--- src/rtl/isp_pkg.sv ---
package isp_pkg;

    localparam int BYTE_W      = 8;
    localparam int FRAME_BYTES = 4;
    localparam int SYNC_DEPTH  = 2;

    typedef logic [BYTE_W-1:0] byte_t;

    // Frame opcodes (first byte) and the unlock key (second byte)
    localparam byte_t OP_UNLOCK   = 8'hAC;
    localparam byte_t UNLOCK_KEY  = 8'h53;
    localparam byte_t OP_LOAD_LO  = 8'h10;
    localparam byte_t OP_LOAD_HI  = 8'h18;
    localparam byte_t OP_COMMIT   = 8'h30;
    localparam byte_t OP_READ_LO  = 8'h20;
    localparam byte_t OP_READ_HI  = 8'h28;
    localparam byte_t OP_READ_EE  = 8'h50;
    localparam byte_t OP_EE_WRITE = 8'h60;

    typedef enum logic [2:0] {
        ACT_NONE   = 3'd0,
        ACT_LOAD   = 3'd1,
        ACT_COMMIT = 3'd2,
        ACT_READ   = 3'd3,
        ACT_EEWR   = 3'd4
    } act_e;

    function automatic act_e classify(input byte_t op);
        act_e a;
        case (op)
            OP_LOAD_LO, OP_LOAD_HI:             a = ACT_LOAD;
            OP_COMMIT:                          a = ACT_COMMIT;
            OP_READ_LO, OP_READ_HI, OP_READ_EE: a = ACT_READ;
            OP_EE_WRITE:                        a = ACT_EEWR;
            default:                            a = ACT_NONE;
        endcase
        return a;
    endfunction

endpackage

--- src/rtl/isp_sync_edge.sv ---
module isp_sync_edge #(
    parameter int STAGES = isp_pkg::SYNC_DEPTH
) (
    input  logic clk,
    input  logic rst_n,
    input  logic sck_i,
    input  logic mosi_i,
    output logic rise_o,
    output logic fall_o,
    output logic mosi_o
);
    localparam int SCK_LEN  = STAGES + 1;   // one extra stage keeps the previous level
    localparam int DATA_LEN = STAGES;

    typedef struct packed {
        logic [SCK_LEN-1:0]  sck;
        logic [DATA_LEN-1:0] dat;
    } sync_t;

    sync_t sync_d, sync_q;

    always_comb begin
        sync_d     = sync_q;
        sync_d.sck = {sync_q.sck[SCK_LEN-2:0], sck_i};
        sync_d.dat = {sync_q.dat[DATA_LEN-2:0], mosi_i};
    end

    always_ff @(posedge clk or negedge rst_n) begin
        if (!rst_n) sync_q <= '0;
        else        sync_q <= sync_d;
    end

    assign rise_o = sync_q.sck[STAGES-1] & ~sync_q.sck[STAGES];
    assign fall_o = ~sync_q.sck[STAGES-1] & sync_q.sck[STAGES];
    assign mosi_o = sync_q.dat[DATA_LEN-1];

    // a detected rising edge cannot repeat on the next cycle
    p_rise_spacing_r2: assert property (@(posedge clk) disable iff (!rst_n)
        rise_o |=> !rise_o);

endmodule

--- src/rtl/isp_shifter.sv ---
module isp_shifter #(
    parameter int BYTE_W      = isp_pkg::BYTE_W,
    parameter int FRAME_BYTES = isp_pkg::FRAME_BYTES
) (
    input  logic                           clk,
    input  logic                           rst_n,
    input  logic                           active_i,
    input  logic                           rise_i,
    input  logic                           fall_i,
    input  logic                           mosi_i,
    input  logic [BYTE_W-1:0]              tx_data_i,
    output logic                           done_o,
    output logic [$clog2(FRAME_BYTES)-1:0] done_idx_o,
    output logic [BYTE_W-1:0]              done_byte_o,
    output logic [$clog2(FRAME_BYTES)-1:0] cur_idx_o,
    output logic                           miso_o
);
    localparam int IDX_W    = $clog2(FRAME_BYTES);
    localparam int BIT_W    = $clog2(BYTE_W);
    localparam int LAST_BIT = BYTE_W - 1;
    localparam int LAST_IDX = FRAME_BYTES - 1;

    typedef struct packed {
        logic [BIT_W-1:0]  bit_cnt;
        logic [IDX_W-1:0]  idx;
        logic [BYTE_W-1:0] rx;
        logic [BYTE_W-1:0] tx;
    } shf_t;

    shf_t shf_d, shf_q;
    logic last_bit;
    logic last_idx;

    assign last_bit = (shf_q.bit_cnt == BIT_W'(LAST_BIT));
    assign last_idx = (shf_q.idx == IDX_W'(LAST_IDX));

    always_comb begin
        shf_d = shf_q;
        if (!active_i) begin
            shf_d = '0;
        end else begin
            if (rise_i) begin
                shf_d.rx = {shf_q.rx[BYTE_W-2:0], mosi_i};
                if (last_bit) begin
                    shf_d.bit_cnt = '0;
                    shf_d.idx     = last_idx ? '0 : shf_q.idx + 1'b1;
                end else begin
                    shf_d.bit_cnt = shf_q.bit_cnt + 1'b1;
                end
            end
            if (fall_i) begin
                if (shf_q.bit_cnt == '0) shf_d.tx = tx_data_i;
                else                     shf_d.tx = {shf_q.tx[BYTE_W-2:0], 1'b0};
            end
        end
    end

    always_ff @(posedge clk or negedge rst_n) begin
        if (!rst_n) shf_q <= '0;
        else        shf_q <= shf_d;
    end

    assign done_o      = active_i & rise_i & last_bit;
    assign done_idx_o  = shf_q.idx;
    assign done_byte_o = {shf_q.rx[BYTE_W-2:0], mosi_i};
    assign cur_idx_o   = shf_q.idx;
    assign miso_o      = shf_q.tx[BYTE_W-1];

    // the output only moves after a falling edge
    p_miso_hold_r3: assert property (@(posedge clk) disable iff (!rst_n)
        (active_i && !fall_i) |=> $stable(miso_o));

    // the fourth byte returns the counter to byte 0
    p_frame_wrap_r4: assert property (@(posedge clk) disable iff (!rst_n)
        (done_o && done_idx_o == IDX_W'(LAST_IDX)) |=> (cur_idx_o == '0));

    // bit counting advances only on a detected rising edge
    p_count_on_rise_r2: assert property (@(posedge clk) disable iff (!rst_n)
        (active_i && !rise_i) |=> $stable(shf_q.bit_cnt));

    // an inactive session leaves framing and output at zero
    p_idle_clear_r12: assert property (@(posedge clk) disable iff (!rst_n)
        !active_i |=> (cur_idx_o == '0 && !miso_o));

endmodule

--- src/rtl/isp_ctrl.sv ---
module isp_ctrl
    import isp_pkg::*;
#(
    parameter int BYTE_W      = isp_pkg::BYTE_W,
    parameter int FRAME_BYTES = isp_pkg::FRAME_BYTES
) (
    input  logic                           clk,
    input  logic                           rst_n,
    input  logic                           active_i,
    input  logic                           done_i,
    input  logic [$clog2(FRAME_BYTES)-1:0] done_idx_i,
    input  logic [BYTE_W-1:0]              done_byte_i,
    input  logic [$clog2(FRAME_BYTES)-1:0] cur_idx_i,
    input  logic                           busy_i,
    input  logic [BYTE_W-1:0]              rdata_i,
    output logic [BYTE_W-1:0]              tx_data_o,
    output logic                           load_o,
    output logic                           commit_o,
    output logic                           read_o,
    output logic                           ee_write_o,
    output logic [2*BYTE_W-1:0]            addr_o,
    output logic [BYTE_W-1:0]              wdata_o,
    output logic                           hi_o,
    output logic                           ee_sel_o
);
    localparam int IDX_W    = $clog2(FRAME_BYTES);
    localparam int HDR_N    = FRAME_BYTES - 1;  // bytes kept before the last one
    localparam int LAST_IDX = FRAME_BYTES - 1;
    localparam int POS_OP   = 0;
    localparam int POS_AHI  = 1;
    localparam int POS_ALO  = 2;
    localparam int ADDR_W   = 2 * BYTE_W;
    localparam int HI_BIT   = 3;                // opcode bit that picks the high half

    typedef struct packed {
        logic [HDR_N-1:0][BYTE_W-1:0] hdr;
        logic                         unlocked;
        logic                         rd_frame;
        logic                         load;
        logic                         commit;
        logic                         read;
        logic                         eewr;
        logic [ADDR_W-1:0]            addr;
        logic [BYTE_W-1:0]            wdata;
        logic                         hi;
        logic                         ee_sel;
    } ctl_t;

    ctl_t  ctl_d, ctl_q;
    byte_t op;
    act_e  kind;
    logic  at_last;
    logic  at_alo;

    assign op      = ctl_q.hdr[POS_OP];
    assign kind    = classify(op);
    assign at_last = (done_idx_i == IDX_W'(LAST_IDX));
    assign at_alo  = (done_idx_i == IDX_W'(POS_ALO));

    always_comb begin
        ctl_d        = ctl_q;
        ctl_d.load   = 1'b0;
        ctl_d.commit = 1'b0;
        ctl_d.read   = 1'b0;
        ctl_d.eewr   = 1'b0;
        if (!active_i) begin
            ctl_d.unlocked = 1'b0;
            ctl_d.rd_frame = 1'b0;
        end else if (done_i) begin
            for (int k = 0; k < HDR_N; k++) begin
                if (done_idx_i == IDX_W'(k)) ctl_d.hdr[k] = done_byte_i;
            end
            // reads launch early so the reply is ready for the last byte
            if (at_alo && ctl_q.unlocked && kind == ACT_READ) begin
                ctl_d.read     = 1'b1;
                ctl_d.rd_frame = 1'b1;
                ctl_d.addr     = {ctl_q.hdr[POS_AHI], done_byte_i};
                ctl_d.hi       = op[HI_BIT];
                ctl_d.ee_sel   = (op == OP_READ_EE);
            end
            if (at_last) begin
                ctl_d.rd_frame = 1'b0;
                if (!ctl_q.unlocked) begin
                    if (op == OP_UNLOCK && ctl_q.hdr[POS_AHI] == UNLOCK_KEY)
                        ctl_d.unlocked = 1'b1;
                end else if (!busy_i) begin
                    case (kind)
                        ACT_LOAD: begin
                            ctl_d.load   = 1'b1;
                            ctl_d.addr   = {ctl_q.hdr[POS_AHI], ctl_q.hdr[POS_ALO]};
                            ctl_d.wdata  = done_byte_i;
                            ctl_d.hi     = op[HI_BIT];
                            ctl_d.ee_sel = 1'b0;
                        end
                        ACT_COMMIT: begin
                            ctl_d.commit = 1'b1;
                            ctl_d.addr   = {ctl_q.hdr[POS_AHI], ctl_q.hdr[POS_ALO]};
                            ctl_d.ee_sel = 1'b0;
                        end
                        ACT_EEWR: begin
                            ctl_d.eewr   = 1'b1;
                            ctl_d.addr   = {ctl_q.hdr[POS_AHI], ctl_q.hdr[POS_ALO]};
                            ctl_d.wdata  = done_byte_i;
                            ctl_d.ee_sel = 1'b1;
                        end
                        default: ;
                    endcase
                end
            end
        end
    end

    always_ff @(posedge clk or negedge rst_n) begin
        if (!rst_n) ctl_q <= '0;
        else        ctl_q <= ctl_d;
    end

    // Byte handed to the shifter: 0 at frame start, then a one-byte echo
    always_comb begin
        tx_data_o = '0;
        for (int k = 1; k <= LAST_IDX; k++) begin
            if (cur_idx_i == IDX_W'(k)) tx_data_o = ctl_q.hdr[k-1];
        end
        if (cur_idx_i == IDX_W'(LAST_IDX) && ctl_q.rd_frame) tx_data_o = rdata_i;
    end

    assign load_o     = ctl_q.load;
    assign commit_o   = ctl_q.commit;
    assign read_o     = ctl_q.read;
    assign ee_write_o = ctl_q.eewr;
    assign addr_o     = ctl_q.addr;
    assign wdata_o    = ctl_q.wdata;
    assign hi_o       = ctl_q.hi;
    assign ee_sel_o   = ctl_q.ee_sel;

    // a locked link emits nothing
    p_locked_quiet_r6: assert property (@(posedge clk) disable iff (!rst_n)
        !ctl_q.unlocked |=> !(load_o || commit_o || read_o || ee_write_o));

    // strobes are mutually exclusive
    p_onehot_r13: assert property (@(posedge clk) disable iff (!rst_n)
        $onehot0({load_o, commit_o, read_o, ee_write_o}));

    // strobes last a single cycle
    p_pulse_r13: assert property (@(posedge clk) disable iff (!rst_n)
        (load_o || commit_o || read_o || ee_write_o) |=>
        !(load_o || commit_o || read_o || ee_write_o));

    // busy at frame end blocks every modifying strobe
    p_busy_block_r11: assert property (@(posedge clk) disable iff (!rst_n)
        (active_i && done_i && at_last && busy_i) |=> !(load_o || commit_o || ee_write_o));

    // a locked frame with a foreign opcode keeps the link locked
    p_stay_locked_r5: assert property (@(posedge clk) disable iff (!rst_n)
        (done_i && at_last && !ctl_q.unlocked && op != OP_UNLOCK) |=> !ctl_q.unlocked);

endmodule

--- src/rtl/isp_target.sv ---
module isp_target (
    input  logic        clk,
    input  logic        rst_n,
    input  logic        prog_active,
    input  logic        sck,
    input  logic        mosi,
    output logic        miso,
    input  logic        mem_busy,
    input  logic [7:0]  rdata,
    output logic        load_stb,
    output logic        commit_stb,
    output logic        read_stb,
    output logic        ee_write_stb,
    output logic [15:0] addr,
    output logic [7:0]  wdata,
    output logic        high_byte,
    output logic        eeprom_sel
);
    localparam int BYTE_W = isp_pkg::BYTE_W;
    localparam int FRAMEB = isp_pkg::FRAME_BYTES;
    localparam int IDX_W  = $clog2(FRAMEB);

    logic              sck_rise;
    logic              sck_fall;
    logic              mosi_s;
    logic              byte_done;
    logic [IDX_W-1:0]  done_idx;
    logic [BYTE_W-1:0] done_byte;
    logic [IDX_W-1:0]  cur_idx;
    logic [BYTE_W-1:0] tx_byte;

    isp_sync_edge #(.STAGES(isp_pkg::SYNC_DEPTH)) u_sync (
        .clk    (clk),
        .rst_n  (rst_n),
        .sck_i  (sck),
        .mosi_i (mosi),
        .rise_o (sck_rise),
        .fall_o (sck_fall),
        .mosi_o (mosi_s)
    );

    isp_shifter #(.BYTE_W(BYTE_W), .FRAME_BYTES(FRAMEB)) u_shift (
        .clk         (clk),
        .rst_n       (rst_n),
        .active_i    (prog_active),
        .rise_i      (sck_rise),
        .fall_i      (sck_fall),
        .mosi_i      (mosi_s),
        .tx_data_i   (tx_byte),
        .done_o      (byte_done),
        .done_idx_o  (done_idx),
        .done_byte_o (done_byte),
        .cur_idx_o   (cur_idx),
        .miso_o      (miso)
    );

    isp_ctrl #(.BYTE_W(BYTE_W), .FRAME_BYTES(FRAMEB)) u_ctrl (
        .clk         (clk),
        .rst_n       (rst_n),
        .active_i    (prog_active),
        .done_i      (byte_done),
        .done_idx_i  (done_idx),
        .done_byte_i (done_byte),
        .cur_idx_i   (cur_idx),
        .busy_i      (mem_busy),
        .rdata_i     (rdata),
        .tx_data_o   (tx_byte),
        .load_o      (load_stb),
        .commit_o    (commit_stb),
        .read_o      (read_stb),
        .ee_write_o  (ee_write_stb),
        .addr_o      (addr),
        .wdata_o     (wdata),
        .hi_o        (high_byte),
        .ee_sel_o    (eeprom_sel)
    );

endmodule

--- config.mk ---
export PLATFORM = sky130hd
export DESIGN_NAME = isp_target
export DESIGN_NICKNAME = d
export VERILOG_FILES = /design/src/rtl/isp_pkg.sv /design/src/rtl/isp_sync_edge.sv /design/src/rtl/isp_shifter.sv /design/src/rtl/isp_ctrl.sv /design/src/rtl/isp_target.sv
export SDC_FILE = /design/constraint.sdc
export NUM_CORES = 1
export LEC_CHECK = 0
export BUFFER_PORTS_ARGS = -buffer_cell sky130_fd_sc_hd__buf_4
export CELL_PAD_IN_SITES_DETAIL_PLACEMENT = 2
export CELL_PAD_IN_SITES_GLOBAL_PLACEMENT = 2
export CORE_ASPECT_RATIO = 0.9
export CORE_MARGIN = 2
export CORE_UTILIZATION = 40
export CTS_CLUSTER_DIAMETER = 100
export DETAILED_ROUTE_END_ITERATION = 12
export HOLD_SLACK_MARGIN = 0.03
export PLACE_DENSITY = 0.79
export SLEW_MARGIN = 5
export SYNTH_ARGS = -nofsm -noshare
export SYNTH_HDL_FRONTEND = slang
export SYNTH_SLANG_ARGS = --single-unit
--- constraint.sdc ---
create_clock -name clk -period 2.7 [get_ports clk]
set_clock_uncertainty 0.05 [all_clocks]
set_input_delay 0.135 -clock clk [delete_from_list [all_inputs] [get_ports clk]]
set_output_delay 0.135 -clock clk [all_outputs]
set_load 0.02 [all_outputs]
Yosys cells after proc, flatten, opt, wreduce, memory -nomap -nowiden
Cells that the tools add are included.

cells by class
  reductions and logical operators = 19
  equal/unequal tests = 23
  add/subtract/negate cells = 2
  multiplexer cells = 34
  bitwise gates (word level) = 7

operators with widths
  kind                                                                      number
  27-bit two-way mux                                                        3
  8-bit two-way mux                                                         7
  16-bit two-way mux                                                        2
  32-bit two-way mux                                                        1
  30-bit two-way mux                                                        1
  8-bit by 6-bit == test with 1-bit output (second input constant)          3
  8-bit by 7-bit == test with 1-bit output (second input constant)          3
  21-bit two-way mux                                                        1
  8-bit by 5-bit == test with 1-bit output (second input constant)          2
  13-bit two-way mux                                                        1
  2-bit two-way mux                                                         6
  3-bit one-hot mux with 4 select lines                                     1
  2-bit by 1-bit inequality test with 1-bit output (second input constant)  5
  3-bit AND reduction                                                       3
  8-bit == test (second input constant)                                     1
  1-bit two-way mux                                                         8
  2-bit AND reduction                                                       4
  3-bit by 2-bit == test with 1-bit output (second input constant)          2
  3-bit == test (second input constant)                                     2
  6-bit AND reduction                                                       1
  2-bit OR reduction                                                        3
  3-bit OR reduction                                                        2
  1-bit AND                                                                 4
  2-bit == test (second input constant)                                     2
  other kinds (12)                                                          17

storage, ports and cells
  output and inout port bits = 31
  input bits = 14
  word-level logic and storage cells = 104
  flip-flop bits (word level) = 81

Logic depth before layout (Yosys ltp)
  depth in word-level cells = 12
  mapped depth = 8
  mapped depth without buffers = 6

Hierarchy
From an unflattened synthesis, not the netlist that was laid out.

second synthesis, totals
  cells, all modules = 351
  area total of the unflattened synthesis = 4,095.2 µm²

by module, submodules not included
  module         area each (µm²)  seq. area each (µm²)  times used  cells each
  isp_ctrl       2,827.7          1,401.3               1           238
  isp_shifter    1,127.3          500.5                 1           106
  isp_sync_edge  140.1            125.1                 1           7

Worst setup path before layout
Ideal clock, no wire load.

  path kind = register to register
  start point = reg u_shift.shf_q[18] (netlist bit)
  end point = reg u_ctrl.ctl_q (netlist bit u_ctrl.wdata_o[0])
  buffers on the path = 1
  clock period less this slack = 2.034 ns
  cell stages (with the launch flop) = 8
  arrival = 1.859 ns
  path slack = 0.666 ns
  library setup time = 0.125 ns
  required time = 2.525 ns
  path through = dfrtp_1 > ha_1 > ha_1 > and4b_1 > buf_4 > and3_2 > o21ai_2 > mux2_2

between the ends
  word-level cells in the longest chain between the ends = 3

ends and longest elaborated chain
  element                               RTL line           text
  start: declaration                    isp_shifter.sv:30  shf_t shf_d, shf_q;
  start signal: assignment              isp_shifter.sv:59  if (!rst_n) shf_q <= '0;
  start signal: assignment              isp_shifter.sv:60  else shf_q <= shf_d;
  3-bit == test                         isp_shifter.sv:34  assign last_bit = (shf_q.bit_cnt == BIT_W'(LAST_BIT));
  1-bit AND                             isp_shifter.sv:63  assign done_o = active_i & rise_i & last_bit;
  6-bit AND reduction (no source line)  -
  end signal: assignment                isp_ctrl.sv:115    else ctl_q <= ctl_d;
  end: declaration                      isp_ctrl.sv:49     ctl_t ctl_d, ctl_q;

No other way between the ends.
A chain may end at the register's enable or synchronous reset.

Worst setup path in the final report
  start point = reg u_shift.shf_q[18] (netlist bit)
  end point = reg u_ctrl.ctl_q (netlist bit u_ctrl.addr_o[6])

between the ends
  word-level cells in the longest chain between the ends = 3

ends and longest elaborated chain
  element                               RTL line
  3-bit == test                         isp_shifter.sv:34
  1-bit AND                             isp_shifter.sv:63
  2-bit AND reduction (no source line)  -

No other way between the ends.

==> metrics <==
largest net degree at the start of global routing a little over 80; total power after layout between 2 and 2.5 mW; CTS-repair resized insts 0; minimum hold slack a little under 0.06 ns; slew margin rel. 0.220; horizontal extent of the die roughly 110 um; number of vias after detailed routing between 2000 and 3000; power density relative to cell area about 530 nW/um^2; # IOs 45; Synthesized Nets about 330; buffer cell driving the clock tree root sky130_fd_sc_hd__clkbuf_8; critical path fanouts, max 10; Tot GR Track Use 0.216; Required @ worst endpoint 2.90 ns; chain of cells forming the critical path ha_1, ha_1, and4b_1, nand2_2, or2_0, o221a_1; post-route ant nets 0; number of antenna violations at the first check in global routing 0; Iteration-0 DRC Markers around 130; outcome finished, final reports clean; Placement Rows 34; post-route minimum period between 2 and 2.5 ns; Max Cap Viol 0; Avg Inst Size Synth 12.5 um^2; number of synthesized flops with an enable pin 0; Yosys warnings 0; DR pass1 iterations 4; kind of capture point of the worst setup path flop; maximum achievable frequency roughly 400 MHz; Hold Crit Class input pin to flop; Leak approximately 2.1 nW; WS Path Type flop to flop; Yosys cell types between 50 and 60; Final Hold Fails 0; largest delay contributor family on the critical path simple AND/OR/NAND/NOR gates; gate count after technology mapping around 310; area grow syn2layout 14.1%; count of clock tree sinks 81; Diodes inserted 0; Crit path depth 6; core occupancy in the finished layout 0.466; CP max-delay cell sky130_fd_sc_hd__or2_0; final estimated routing congestion in global placement 0.766; final-report max-slew violation count 0; net total in the final layout between 300 and 400; Setup TNS Final 0 ns; cell area after technology mapping 3910 um^2; Initial Utilization 0.408; die area around 11000 um^2; clock tree from TritonCTS yes; fraction of layout instances using a drive strength above 1 0.362; number of failing setup endpoints in the final timing report 0; number of buffers added by the clock tree synthesis step 9; launch point of the critical path u_shift.shf_q[18]; clock insertion delay at the later pin of the skew report between 0.3 and 0.4 ns; number of buffers and inverters on the critical path 0; signal arrival time at the worst endpoint around 2.7 ns; overall routed net length 10.3 mm; number of H-tree levels 3; buffers added on ports between 40 and 50; core area 9570 um^2; Die Span Y 97.8 um; overflow left after global routing 0; deepest clock path buffer count 2; portion of the post-synthesis area used by sequential elements 0.519; Async SR Flop Fraction 1.00; Reg-to-Reg Start u_shift.shf_q[18]; final worst-path cycle share 0.921; slew of the pin with the lowest slew margin approximately 1.2 ns; vias in the first global route 2938; number of fillers in the final layout ~960; cell depth of the worst flop-to-flop path 6; per-cell via count in the routed design about 5.6; RSZ-0062 raised after global routing no; kind of launch point of the worst setup path flop; clock transition at the registers of the reported paths ~0.080 ns; reg-to-reg critical path endpoint u_ctrl.addr_o[6]; Final HPWL DP between 7 and 8 mm; CP Capture Point u_ctrl.addr_o[6]; most used cell, CP sky130_fd_sc_hd__ha_1; wire length of the first global-routing pass ~17 mm; post-detailed-route DRC marker count 0; peak supply drop about 0.00033 V; Crit path largest cell delay roughly 0.50 ns; top flip-flop cell by instance count after synthesis sky130_fd_sc_hd__dfrtp_1; minimum setup slack among reg-to-reg paths 0.21 ns; Synth Register Bits around 80; post-DR wirelength/cell between 20 and 25 um
[logic make-up (layout without fill, tap and decap cells)]
family	after synthesis	count (layout)	synth area share
flops	81	81	0.519
simple gates	78	78	0.124
compound gates	52	52	0.118
mux	49	49	0.141
buf+inv	44	76	0.0717
fa+ha+maj	7	7	0.0224
xor+xnor	2	2	0.00448
[sequential cells by signal, indices dropped and copies added (netlist names)]
name	cells
u_ctrl.hi_o	1
u_ctrl.commit_o	1
u_sync.sync_q	1
u_ctrl.addr_o	16
u_ctrl.wdata_o	8
u_shift.miso_o	1
u_ctrl.read_o	1
u_sync.mosi_o	1
u_ctrl.op	8
u_sync.sync_d	3
u_shift.cur_idx_o	2
u_ctrl.load_o	1
u_ctrl.ctl_q	18
u_shift.done_byte_o	7
u_ctrl.ee_sel_o	1
u_shift.shf_q	10
u_ctrl.ee_write_o	1
[placed cells by master (no fill, tap or decap), types with 2 or more instances in the layout]
cell / instances
sky130_fd_sc_hd__o221a_1: 8
sky130_fd_sc_hd__a21boi_0: 9
sky130_fd_sc_hd__nand2_1: 30
sky130_fd_sc_hd__and4bb_2: 2
sky130_fd_sc_hd__clkbuf_8: 9
sky130_fd_sc_hd__nor3b_1: 3
sky130_fd_sc_hd__nor2b_1: 9
sky130_fd_sc_hd__nand2b_1: 2
sky130_fd_sc_hd__xnor2_1: 2
sky130_fd_sc_hd__ha_1: 7
sky130_fd_sc_hd__and4b_1: 2
sky130_fd_sc_hd__dlygate4sd3_1: 3
sky130_fd_sc_hd__mux2_4: 2
sky130_fd_sc_hd__o21ai_0: 5
sky130_fd_sc_hd__mux2_2: 39
sky130_fd_sc_hd__buf_4: 50
sky130_fd_sc_hd__mux2i_1: 8
sky130_fd_sc_hd__nand4_1: 3
sky130_fd_sc_hd__inv_1: 7
sky130_fd_sc_hd__or3_2: 8
sky130_fd_sc_hd__bufinv_16: 3
sky130_fd_sc_hd__nor2_1: 2
sky130_fd_sc_hd__a221oi_1: 7
sky130_fd_sc_hd__dfrtp_1: 81
sky130_fd_sc_hd__a211oi_1: 7
sky130_fd_sc_hd__a221o_1: 7
sky130_fd_sc_hd__nand3_1: 3
[per-stage QoR]
stage / std cells / cell area [um^2] / worst slack [ns]
6_report: 471 / 4460 / 0.214
5_1_grt: 471 / 4460 / 0.0843
4_1_cts: 471 / 4460 / 0.227
3_5_place_dp: 452 / 4190 / 0.253
3_3_place_gp: 452 / 4190 / 0.395
2_1_floorplan: 313 / 3910 / 0.666
[worst min path at each step]
stage | slack, ns | startpoint | end | depth (start not counted)
floorplan | -0.21 | rst_n | u_ctrl.addr_o[0] | 0
global placement | 0.20 | mosi | u_sync.sync_d[1] | 1
detailed placement | 0.20 | mosi | u_sync.sync_d[1] | 1
CTS | 0.05 | prog_active | u_ctrl.ctl_q[31] | 2
global route | 0.06 | prog_active | u_ctrl.ctl_q[31] | 2
finish | 0.06 | prog_active | u_ctrl.ctl_q[31] | 2
[layer usage]
| layer | global-route usage | share of wire | vias to the layer above |
|---|---|---|---|
| met4 | 0.0809 | 0.024 | 0 |
| li1 | - | - | 1174 |
| met1 | 0.285 | 0.44 | 1406 |
| met2 | 0.355 | 0.50 | 57 |
| met5 | 0 | 0 | - |
| met3 | 0.0394 | 0.032 | 18 |
[where the power goes]
part	switching [mW]	internal, mW
Sequential	0.0107	1.22
Clock	0.459	0.619
Combinational	0.0478	0.0255
Total	0.518	1.86
[worst register-to-register path: cells and delay by family (launching register included)]
family / cells / cell delay [ns]
adders and majority gates: 2 / 0.36
DFF: 1 / 0.40
and+or+nand+nor: 3 / 1.20
AOI/OAI and AO/OA: 1 / 0.36
[cell type report]
class / instances / area, um^2 / area share
sequential: 81 / 2030 / 0.455
multi-input combinational: 188 / 1600 / 0.359
timing repair buffer: 53 / 405 / 0.0909
tap: 126 / 158 / 0.0354
clock buffer: 10 / 128 / 0.0286
clock inverter: 6 / 115 / 0.0258
inverter: 7 / 26.3 / 0.00589
[synthesized netlist by cell type, drive strengths merged, types with 2 or more instances]
master  count  area share
nand2      31       0.030
mux2       41        0.12
and4bb      2      0.0064
inv         7      0.0067
clkbuf      7      0.0067
or3         8       0.015
o221a       8       0.023
ha          7       0.022
nand3       4      0.0083
a21boi     10       0.019
and4b       2      0.0051
nand2b      2      0.0032
mux2i       8       0.020
nor3b       3      0.0058
nor4        2      0.0070
o21ai       6      0.0086
nand4       3      0.0048
nor2        2      0.0019
a211oi      7       0.013
dfrtp      81        0.52
nor2b      10       0.017
a221oi      7       0.016
buf        30       0.058
xnor2       2      0.0045
a221o       7       0.018
[timing repair]
action / 4_1_cts / 5_1_grt
hold endpoints to repair: 83 / 0
buffers inserted: 0 / 0
hold buffers: 3 / 0
endpoints found under the setup margin: 0 / 0
(Power assumes the default switching activity.)
